`config.mk`:
```
export PLATFORM = sky130hd
export DESIGN_NAME = pixel_unpacker
export DESIGN_NICKNAME = d
export VERILOG_FILES = /design/src/rtl/pixel_unpacker.sv
export SDC_FILE = /design/constraint.sdc
export NUM_CORES = 1
export LEC_CHECK = 0
export BUFFER_PORTS_ARGS = -buffer_cell sky130_fd_sc_hd__buf_4
export CAP_MARGIN = 0
export CORE_ASPECT_RATIO = 1.5
export CORE_MARGIN = 2
export CORE_UTILIZATION = 52
export CTS_CLUSTER_SIZE = 16
export DETAILED_ROUTE_END_ITERATION = 10
export GPL_TIMING_DRIVEN = 0
export PLACE_DENSITY = 0.8
export SLEW_MARGIN = 0
export SYNTH_ARGS = -nofsm -noshare
export SYNTH_HDL_FRONTEND = slang
export SYNTH_SLANG_ARGS = --single-unit
```
`constraint.sdc`:
```
create_clock -name clk -period 1.9 [get_ports clk]
set_input_delay 0.095 -clock clk [delete_from_list [all_inputs] [get_ports clk]]
set_output_delay 0.095 -clock clk [all_outputs]
set_load 0.005 [all_outputs]
```
`src/rtl/pixel_unpacker.sv`:
```
module pixel_unpacker (
  input  logic        clk,
  input  logic        rst_n,
  input  logic        wr_stb,
  input  logic        dc,
  input  logic [15:0] bus_data,
  input  logic [1:0]  mode,
  output logic        px_valid,
  output logic [17:0] px_data
);
  localparam logic [1:0] MODE_565 = 2'b11;
  localparam logic [1:0] MODE_666 = 2'b10;

  logic [1:0] phase;
  logic [5:0] hold_a, hold_b;
  logic [5:0] hi6, lo6;

  assign hi6 = bus_data[15:10];
  assign lo6 = bus_data[7:2];

  always_ff @(posedge clk) begin
    if (!rst_n) begin
      phase    <= 2'd0;
      hold_a   <= '0;
      hold_b   <= '0;
      px_valid <= 1'b0;
      px_data  <= '0;
    end else begin
      px_valid <= 1'b0;
      if (wr_stb && !dc) begin
        phase <= 2'd0;
      end else if (wr_stb) begin
        case (mode)
          MODE_565: begin
            px_valid <= 1'b1;
            px_data  <= {bus_data[15:11], bus_data[15], bus_data[10:5],
                         bus_data[4:0], bus_data[4]};
            phase    <= 2'd0;
          end
          MODE_666: begin
            case (phase)
              2'd0: begin
                hold_a <= hi6;
                hold_b <= lo6;
                phase  <= 2'd1;
              end
              2'd1: begin
                px_valid <= 1'b1;
                px_data  <= {hold_a, hold_b, hi6};
                hold_a   <= lo6;
                phase    <= 2'd2;
              end
              default: begin
                px_valid <= 1'b1;
                px_data  <= {hold_a, hi6, lo6};
                phase    <= 2'd0;
              end
            endcase
          end
          default: begin
            case (phase)
              2'd0: begin
                hold_a <= lo6;
                phase  <= 2'd1;
              end
              2'd1: begin
                hold_b <= lo6;
                phase  <= 2'd2;
              end
              default: begin
                px_valid <= 1'b1;
                px_data  <= {hold_a, hold_b, lo6};
                phase    <= 2'd0;
              end
            endcase
          end
        endcase
      end
    end
  end
endmodule

```
==> out/metrics.cfg <==
[run_status]
outcome = finished, final reports clean

[floorplan]
design.die.area_mm2 = 0.00357
die_height_um = 72.2
fp.dieW_um = 49.5
placement_rows = 24
design.core.area_mm2 = 0.00294
ios = 41
start_util = 0.548

[clock_tree]
ctsResizeCount = 0
ctsHoldBuffers = 0
tritoncts = done
cts.sink_count = 33
postCtsSetupBuffers = 0
numCtsBuffers = 5
clock_tree.buffer_depth = 2
ctsHtreeMaxLevel = 2
clk_latency_ns = 0.29
clk_pin_slew_ns = 0.07
cts-root-buf = clkbuf_8

[power]
total_power_mw = 1.50
p_leak_nw = 0.878
cellPowerDensity_mw_per_mm2 = 736
ir_drop_v = 0.000785

[logic_synthesis]
postSynth.topFlopCell = dfxtp_1
synthCells = 194
synth_warnings = 0
post-synth-top-area-fraction = 0.409
synth.yosys.seq_area_share = 0.409
synthArstFlopShare = 0
synth_cell_types = 32
synth_commonest_cells = dfxtp_1 (33), nand2_1 (30), o21ai_0 (28)
postSynthNetCount = 216
synth_most_common_cell = dfxtp_1
synth_edf_count = 0
post_synth_main_area_contributors = dfxtp_1 (41%), o21ai_0 (8.7%), nand2_1 (7.0%)
postSynthAreaPerCell_um2 = 8.32
syn_area_mm2 = 0.00161
ys_seq_elements = 33
netlist.top_cell.by_area = dfxtp_1

[setup_path]
timing.reg2reg.worst_path_depth = 4
timing.critical_path.from = phase[0]
cp_data_arrival_time_ns = 1.90
reg_to_reg_critical_path_startpoint = phase[0]
crit_path_end_kind = flip-flop
criticalPathCategory = flip-flop to flip-flop
cp_required_ns = 2.08
timing.critical_path.fanout_max = 8
start_kind = flip-flop

[finish]
syn2layout_area_growth_pct = 25.8
drive_above_1_share = 0.271
nets = 261
num_antenna_cells = 0
final.fill_count = 271

[sta]
timing_hold_violations_final = 0
totalNegativeSetupSlack_ns = 0
slew_violations = 0
timing.final.crit_share = 0.907
timing.final.crit_period_ns = 1.72
hold-worst-slack_ns = 0.0832
finalSetupViolCount = 0
fmax_ghz = 0.580
worstMarginPinSlew_ns = 0.548
rsz0062_at_grt = no
worst_max_slew_margin_expressed_relative_to_the_limit = 0.634
finalClockSkew_ns = 0.00871

[hold_path]
min_path_cells = 3
worstHoldPathType = primary input to flip-flop
hold_start = bus_data[5]

[drt]
detailedRoute.firstIterationViolations = 68
routed_wirelength_mm = 4.13
drt-wirelength-per-cell_um = 14.8
drt-pass1-iter-count = 4
vias_per_cell = 5.66
final_antenna_net_count = 0
route.vias.total = 1580
drcViolationCount = 0

[global_routing]
maximum_number_of_pins_on_one_net_before_global_route_repair = 11
grt.overflow.total = 0
antenna_found_initial = 0
first_global_vias = 1537
global_route.usage.total = 0.255
grt_pass1_wl_mm = 7.02

[place]
port_buffers = 38
dpl.hpwl_mm = 3.01
place_congestion = 0.832

[flow_run]
drv_cap = 0

==> sequential cells by signal (all words and copies together) (netlist names) <==
name      flops
px_data      18
phase         2
hold_b        6
px_valid      1
hold_a        6
==> critical path, cell delays in order, from the launching register on <==
cell     delay, ns
dfxtp_1       0.42
nor2b_1       0.50
o21ai_1       0.28
a22oi_1       0.32
a21oi_1       0.10
==> metal layers <==
layer  GRT usage  part of all wire  vias to the layer above
li1            -                 -                      788
met1       0.301              0.39                      725
met2       0.432              0.51                       59
met3      0.0576             0.070                        8
met4       0.130             0.022                        0
met5           0                 0                        -
==> cell type report <==
type | instances | area (um2) | share of cell area
inverters | 2 | 7.51 | 0.00370
plain buffers | 15 | 88.8 | 0.0437
flip-flops and latches | 33 | 661 | 0.325
clock inverters | 2 | 10.0 | 0.00493
repair buffers | 38 | 285 | 0.140
well taps | 39 | 48.8 | 0.0240
multi-input cells | 144 | 857 | 0.422
clock buffers | 6 | 72.6 | 0.0357
==> cells in the final DEF, fill, tap and decap left out, types with 3 or more instances in the layout <==
cell and count:
a21oi_2 5, nand2b_1 7, a22oi_1 9, nor2b_1 5
clkbuf_8 5, buf_4 38, clkbuf_1 3, o21ai_1 8
nand2_1 30, nor2_1 4, o21ai_0 28, dfxtp_1 33
nand3_1 6, mux2i_1 6, buf_6 3, a21oi_1 14
a311oi_1 4, buf_2 8
==> logic make-up (layout without fill, tap and decap cells) <==
group                  count (synthesis)  count (layout)  synth area share
and+or+nand+nor                       59              59             0.183
muxes                                  7               7            0.0465
AOI/OAI and AO/OA                     78              78             0.302
buffers and inverters                 17              63            0.0597
DFF                                   33              33             0.409
==> path summary, 6_finish.rpt <==
check / to / slack [ns]
worst min-delay path: hold_b[3] / 0.08
worst max register to register: px_data[2] / 0.18
worst max-delay path: px_data[2] / 0.18
worst min register to register: hold_b[3] / 0.47
==> through the flow <==
stage | worst slack, ns | util | cells | area (um2)
after detailed placement | 0.228 | 0.662 | 271 | 1950
after global placement | 0.218 | 0.662 | 271 | 1950
final | 0.177 | 0.690 | 279 | 2030
after floorplan | 0.521 | - | 194 | 1610
after global routing | 0.0526 | 0.690 | 279 | 2030
after CTS | 0.219 | 0.690 | 279 | 2030
==> report_power, final <==
part           internal, mW  switching, mW
clock network         0.254          0.255
logic                 0.115          0.133
registers             0.722         0.0161
(Power assumes the default switching activity.)
